$ cat src/rtl/rmii_adapt_pkg.sv
// Shared types and constants for the RMII dibit adapter.
// Assumes a two-bit PHY data path and byte-wide MAC data.
package rmii_adapt_pkg;
    localparam int DIBIT_W = 2;
    typedef logic [DIBIT_W-1:0] dibit_t;
endpackage

$ cat src/rtl/rmii_tx_serializer.sv
// Transmit path: takes a byte over valid/ready and emits it as dibits,
// least significant pair first. In slow mode each dibit is held for
// HOLD_CYCLES clocks. Assumes slow_mode changes only while idle.
module rmii_tx_serializer
    import rmii_adapt_pkg::*;
#(
    parameter int BYTE_W      = 8,
    parameter int HOLD_CYCLES = 10
) (
    input  logic              clk,
    input  logic              rst_n,
    input  logic              slow_mode,
    input  logic [BYTE_W-1:0] tx_byte,
    input  logic              tx_valid,
    output logic              tx_ready,
    output dibit_t            phy_txd,
    output logic              phy_tx_en
);
    localparam int DIBITS = BYTE_W / DIBIT_W;
    localparam int IDX_W  = (DIBITS > 1) ? $clog2(DIBITS) : 1;
    localparam int HC_W   = (HOLD_CYCLES > 1) ? $clog2(HOLD_CYCLES) : 1;
    localparam logic [IDX_W-1:0] IDX_LAST  = IDX_W'(DIBITS - 1);
    localparam logic [HC_W-1:0]  HOLD_LAST = HC_W'(HOLD_CYCLES - 1);

    logic              active;
    logic [BYTE_W-1:0] shreg;
    logic [IDX_W-1:0]  idx;
    logic [HC_W-1:0]   hold;
    logic              step;
    logic              last;
    logic              take;

    // Decide when the current dibit is retired and whether a new byte loads.
    always_comb begin
        step     = active && (!slow_mode || hold == HOLD_LAST);
        last     = step && (idx == IDX_LAST);
        tx_ready = !active || last;
        take     = tx_valid && tx_ready;
    end

    // Load, shift and pace the outgoing byte.
    always_ff @(posedge clk) begin
        if (!rst_n) begin
            active <= 1'b0;
            shreg  <= '0;
            idx    <= '0;
            hold   <= '0;
        end else if (take) begin
            active <= 1'b1;
            shreg  <= tx_byte;
            idx    <= '0;
            hold   <= '0;
        end else if (last) begin
            active <= 1'b0;
            shreg  <= '0;
            idx    <= '0;
            hold   <= '0;
        end else if (step) begin
            shreg  <= shreg >> DIBIT_W;
            idx    <= idx + 1'b1;
            hold   <= '0;
        end else if (active) begin
            hold   <= hold + 1'b1;
        end
    end

    // Drive the pins; zeros between frames.
    always_comb begin
        phy_tx_en = active;
        phy_txd   = active ? shreg[DIBIT_W-1:0] : '0;
    end
endmodule

$ cat src/rtl/rmii_rx_deserializer.sv
// Receive path: gathers qualified dibits into bytes, first dibit in the
// low bits. In slow mode a phase counter started by the qualifier's
// rising edge picks one sample per HOLD_CYCLES window at SAMPLE_AT.
// A qualifier drop mid-byte discards the partial byte and flags it.
module rmii_rx_deserializer
    import rmii_adapt_pkg::*;
#(
    parameter int BYTE_W      = 8,
    parameter int HOLD_CYCLES = 10,
    parameter int SAMPLE_AT   = 5
) (
    input  logic              clk,
    input  logic              rst_n,
    input  logic              slow_mode,
    input  dibit_t            phy_rxd,
    input  logic              phy_crs_dv,
    output logic [BYTE_W-1:0] rx_byte,
    output logic              rx_valid,
    output logic              rx_error
);
    localparam int DIBITS = BYTE_W / DIBIT_W;
    localparam int IDX_W  = (DIBITS > 1) ? $clog2(DIBITS) : 1;
    localparam int HC_W   = (HOLD_CYCLES > 1) ? $clog2(HOLD_CYCLES) : 1;
    localparam logic [IDX_W-1:0] IDX_LAST  = IDX_W'(DIBITS - 1);
    localparam logic [HC_W-1:0]  HOLD_LAST = HC_W'(HOLD_CYCLES - 1);
    localparam logic [HC_W-1:0]  SAMPLE_V  = HC_W'(SAMPLE_AT);

    logic              crs_q;
    logic [HC_W-1:0]   phase_q;
    logic [HC_W-1:0]   phase_now;
    logic              rise;
    logic              fall;
    logic              sample;
    logic [BYTE_W-1:0] asm_q;
    logic [IDX_W-1:0]  cnt;
    logic [BYTE_W-1:0] asm_next;

    // Edge detection, current window phase and the sample strobe.
    always_comb begin
        rise      = phy_crs_dv && !crs_q;
        fall      = !phy_crs_dv && crs_q;
        phase_now = rise ? '0 : phase_q;
        sample    = phy_crs_dv && (!slow_mode || phase_now == SAMPLE_V);
        asm_next  = {phy_rxd, asm_q[BYTE_W-1:DIBIT_W]};
    end

    // Track the qualifier and the ten-clock window phase.
    always_ff @(posedge clk) begin
        if (!rst_n) begin
            crs_q   <= 1'b0;
            phase_q <= '0;
        end else begin
            crs_q   <= phy_crs_dv;
            phase_q <= (phase_now == HOLD_LAST) ? '0 : phase_now + 1'b1;
        end
    end

    // Assemble bytes and raise the completion or drop strobe.
    always_ff @(posedge clk) begin
        if (!rst_n) begin
            asm_q    <= '0;
            cnt      <= '0;
            rx_byte  <= '0;
            rx_valid <= 1'b0;
            rx_error <= 1'b0;
        end else begin
            rx_valid <= 1'b0;
            rx_error <= 1'b0;
            if (sample) begin
                asm_q <= asm_next;
                if (cnt == IDX_LAST) begin
                    rx_byte  <= asm_next;
                    rx_valid <= 1'b1;
                    cnt      <= '0;
                end else begin
                    cnt <= cnt + 1'b1;
                end
            end else if (fall) begin
                rx_error <= (cnt != '0);
                cnt      <= '0;
            end
        end
    end
endmodule

$ cat src/rtl/rmii_dibit_adapter.sv
// Top level: byte stream to two-bit PHY interface in both directions on
// one reference clock, with 100 Mbps or 10 Mbps pacing by slow_mode.
module rmii_dibit_adapter
    import rmii_adapt_pkg::*;
#(
    parameter int BYTE_W      = 8,
    parameter int HOLD_CYCLES = 10,
    parameter int SAMPLE_AT   = 5
) (
    input  logic              clk,
    input  logic              rst_n,
    input  logic              slow_mode,
    input  logic [BYTE_W-1:0] tx_byte,
    input  logic              tx_valid,
    output logic              tx_ready,
    output logic [1:0]        phy_txd,
    output logic              phy_tx_en,
    input  logic [1:0]        phy_rxd,
    input  logic              phy_crs_dv,
    output logic [BYTE_W-1:0] rx_byte,
    output logic              rx_valid,
    output logic              rx_error
);
    rmii_tx_serializer #(
        .BYTE_W      (BYTE_W),
        .HOLD_CYCLES (HOLD_CYCLES)
    ) i_tx (
        .clk       (clk),
        .rst_n     (rst_n),
        .slow_mode (slow_mode),
        .tx_byte   (tx_byte),
        .tx_valid  (tx_valid),
        .tx_ready  (tx_ready),
        .phy_txd   (phy_txd),
        .phy_tx_en (phy_tx_en)
    );

    rmii_rx_deserializer #(
        .BYTE_W      (BYTE_W),
        .HOLD_CYCLES (HOLD_CYCLES),
        .SAMPLE_AT   (SAMPLE_AT)
    ) i_rx (
        .clk        (clk),
        .rst_n      (rst_n),
        .slow_mode  (slow_mode),
        .phy_rxd    (phy_rxd),
        .phy_crs_dv (phy_crs_dv),
        .rx_byte    (rx_byte),
        .rx_valid   (rx_valid),
        .rx_error   (rx_error)
    );
endmodule

$ cat config.mk
export PLATFORM = sky130hd
export DESIGN_NAME = rmii_dibit_adapter
export DESIGN_NICKNAME = d
export VERILOG_FILES = /design/src/rtl/rmii_adapt_pkg.sv /design/src/rtl/rmii_tx_serializer.sv /design/src/rtl/rmii_rx_deserializer.sv /design/src/rtl/rmii_dibit_adapter.sv
export SDC_FILE = /design/constraint.sdc
export NUM_CORES = 1
export LEC_CHECK = 0
export ABC_AREA = 1
export BUFFER_PORTS_ARGS = -buffer_cell sky130_fd_sc_hd__buf_4
export CAP_MARGIN = 20
export CORE_MARGIN = 1
export CORE_UTILIZATION = 45
export CTS_CLUSTER_DIAMETER = 150
export DETAILED_ROUTE_END_ITERATION = 6
export PLACE_DENSITY_LB_ADDON = 0.1
export SYNTH_ARGS = -nofsm -noshare
export SYNTH_HDL_FRONTEND = slang
export SYNTH_SLANG_ARGS = --single-unit
export TNS_END_PERCENT = 5
$ cat constraint.sdc
create_clock -name clk -period 4 [get_ports clk]
set_input_delay 0.4 -clock clk [delete_from_list [all_inputs] [get_ports clk]]
set_output_delay 0.4 -clock clk [all_outputs]
set_load 0.01 [all_outputs]
==> impl_results.md <==
* Reg-to-Reg Start: i_tx.phy_tx_en
* Placed Cells at 308
* Post-cts sizing count at 0
* Setup bufs post-CTS at 0
* DP Area at 2030 µm²
* Largest stage delay, worst path at 780 ps
* Hold Crit Depth at 3
* Worst hold path startpoint: phy_rxd[0]
* Critical Path Source Type: flop
* CP Data Arrival Time at approximately 1700 ps
* Antenna violations before repair at 0
* Crit Path Class: flop to primary output
* Slew Limit Headroom at 52.9%
* Pwr Total at 0.771 mW
* Max cap viols at 0
* Outcome: complete, no violations
* Initial cell density of the core at 48.6%
* First-pass GRT wire length at approximately 5.7 mm
* Final nets at 289
* Sequential-to-total area share from yosys stat at 41.5%
* Worst EP required at about 3600 ps
* Setup WS pre-CTS at between 2000 and 2500 ps
* Post-layout min period at 2050 ps
* Fillers at 370
* Reg-to-Reg End: i_tx.shreg[3]
* Endpoints failing setup at 0
* DRT Pass-1 Iters at 4
* Vias in the first global route at 1305
* R2r worst-path depth at 5
* Total CTS buffers at 5
* Routed Antenna Nets at 0
* Clock root cell: clkbuf_8
* Max FO, Critical Path at 17
* Final Hold Fails at 0
* Clk_lat worst skew at 290 ps
* Synth Flop Type: dfxtp_1
* Largest net degree at the start of global routing at 30
* FF/Latch Area at 761 µm²
* Synth warnings at 0
* Fin crit share at 51.1%
* CTS tree: yes
* DIE WIDTH at 65.8 µm
* Post-Layout Cell Count at 316
* Via density at around 4.6
* Worst setup EP type: primary output
* Mean Syn Cell Area at between 7 and 8 µm²
* Drt total wl at roughly 3.2 mm
* I/O Pins at 29
* Ys async rst share at 0%
* Clock-pin transition on the worst setup and hold timing paths at roughly 70 ps
* Max Fclk at a little under 0.5 GHz
* PwrDens at 363 nW/µm²
* Post-DP HPWL at around 2.3 mm
* Die Area at 4330 µm²
* Rows at 22
* Number of synthesized flops with an enable pin at 0
* Multi-input logic area at 871 µm²
* Fin area at 2130 µm²
* Cells after Synth at about 240
* Via count at 1465
* Commonest non-fill, non-tap cell in the layout: nand2_1
* Leak at 1.03 nW
* Buffers & Inverters on Critical Path at 1
* Remaining DRCs at 0
* Clk sinks at 38
* Routability cong. at ~0.77
* Most frequent cells in the layout: 49 x nand2_1, 38 x dfxtp_1, 37 x nor2_1, 33 x inv_1, 28 x buf_4
* Maximum VDD drop at 232 µV
* Initial DRC Count at 39
* H-tree levels at 2
* Register bit total from synthesis at 38
* Post-DR wirelength/cell at 10.1 µm
* CTS hold repair buffers at 0
* Buffers on Ports at 28
* Hold Slack at 315 ps
* Core ar. at between 3000 and 4000 µm²
* Setup TNS at 0 ps
* Final setup margin at 1950 ps
* Reg2Reg Setup Slack at 2230 ps
* Min-Delay Endpoint: i_rx.rx_byte[6]
* Synth Cell Area at ~1800 µm²
* GR Overflow Total at 0
* Share of cells above drive strength 1 at 19.0%
* Critical path, cell by cell: nand3_4 -> nand2_8 -> buf_4
* Final core occ at 56.4%
* Worst Tran Pin Value at 705 ps
* Final Max Slew Viols at 0
* HP Class: input pin to flop
* Area leader, netlist: dfxtp_1
* Clk_skew at about 6 ps
* Die H at 65.8 µm
* Netlist cell types at 27
* Antenna Cells at 0
* Critical path's top delay family: flip-flops
* Total track usage at 17.0%
* Top cells by area, synth: dfxtp_1 42%, nand2_1 10%, nor2_1 7.6%
* Syn Nets at around 260
* P&R area growth vs syn at 16.1%
* Clock Tree Buf Depth at 2
* Slowest stage cell, crit path: dfxtp_1
* Area share of the largest cell type after synthesis at roughly two fifths
* RSZ-0062 raised after global routing: no
## state kept, by name, summed over array words and instances, names as in the netlist
| signal | count |
|---|---|
| i_rx.rx_error | 1 |
| i_tx.phy_tx_en | 1 |
| i_rx.cnt | 2 |
| i_tx.idx | 2 |
| i_rx.asm_q | 6 |
| i_rx.crs_q | 1 |
| i_tx.shreg | 8 |
| i_rx.phase_q | 4 |
| i_tx.hold | 4 |
| i_rx.rx_valid | 1 |
| i_rx.rx_byte | 8 |
## report_power, final
group / leakage, nW / switching (mW) / internal [mW]
logic: 0.673 / 0.0531 / 0.0394
clock network: 0.0472 / 0.132 / 0.138
registers: 0.310 / 0.0131 / 0.395
## metal layers
metal / track usage [%] / up-vias / wire [µm] / part of all wire [%]
li1: - / 807 / - / -
met1: 21.5 / 628 / 1630 / 51
met2: 27.3 / 26 / 1380 / 43
met3: 4.66 / 4 / 148 / 4.6
met4: 6.52 / 0 / 44 / 1.4
met5: 0 / - / 0 / 0
## worst min-delay path, cell delays in order
cell and delay [ps]:
buf_4 80, nand2_1 40, nand2_1 50
## cell type report
class / count / area share [%]
Tap cell: 48 / 2.83
Inverter: 34 / 6.06
Clock buffer: 6 / 3.88
Sequential cell: 38 / 35.8
Multi-Input combinational cell: 160 / 41.0
Clock inverter: 2 / 0.589
Timing Repair Buffer: 28 / 9.89
## logic make-up (layout without fill, tap and decap cells)
| kind of cell | Yosys count | after routing | share of synthesized area [%] |
|---|---|---|---|
| and+or+nand+nor | 125 | 125 | 32.3 |
| buffers and inverters | 43 | 70 | 10.9 |
| DFF | 38 | 38 | 41.5 |
| AOI/OAI and AO/OA | 26 | 26 | 9.49 |
| adders and majority gates | 7 | 7 | 4.78 |
| xor gates and xnor gates | 2 | 2 | 0.956 |
## how the worst max path moves through the flow
stage                              start               to  slack (ps)  depth (start not counted)
after floorplan               phy_crs_dv  i_rx.phase_q[3]        2440                          9
after global placement    i_tx.phy_tx_en         tx_ready        2260                          3
after detailed placement  i_tx.phy_tx_en    i_tx.shreg[3]        2220                          5
after CTS                 i_tx.phy_tx_en         tx_ready        1930                          3
after global routing      i_tx.phy_tx_en         tx_ready        1850                          3
final                     i_tx.phy_tx_en         tx_ready        1950                          3
## Yosys cell counts, types with 2 or more instances
| cell type | count |
|---|---|
| nand2_1 | 49 |
| dfxtp_1 | 38 |
| nor2_1 | 37 |
| inv_1 | 33 |
| nand3_1 | 24 |
| a21oi_1 | 7 |
| ha_1 | 7 |
| o21ai_0 | 7 |
| o211ai_1 | 6 |
| buf_2 | 4 |
| buf_6 | 3 |
| or2_2 | 3 |
| a21oi_4 | 2 |
| nand2_2 | 2 |
| nand2_8 | 2 |
| nand3_2 | 2 |
| nand3_4 | 2 |
| nor3_1 | 2 |
| o21ai_1 | 2 |
| xor2_1 | 2 |
(Power assumes the default switching activity.)
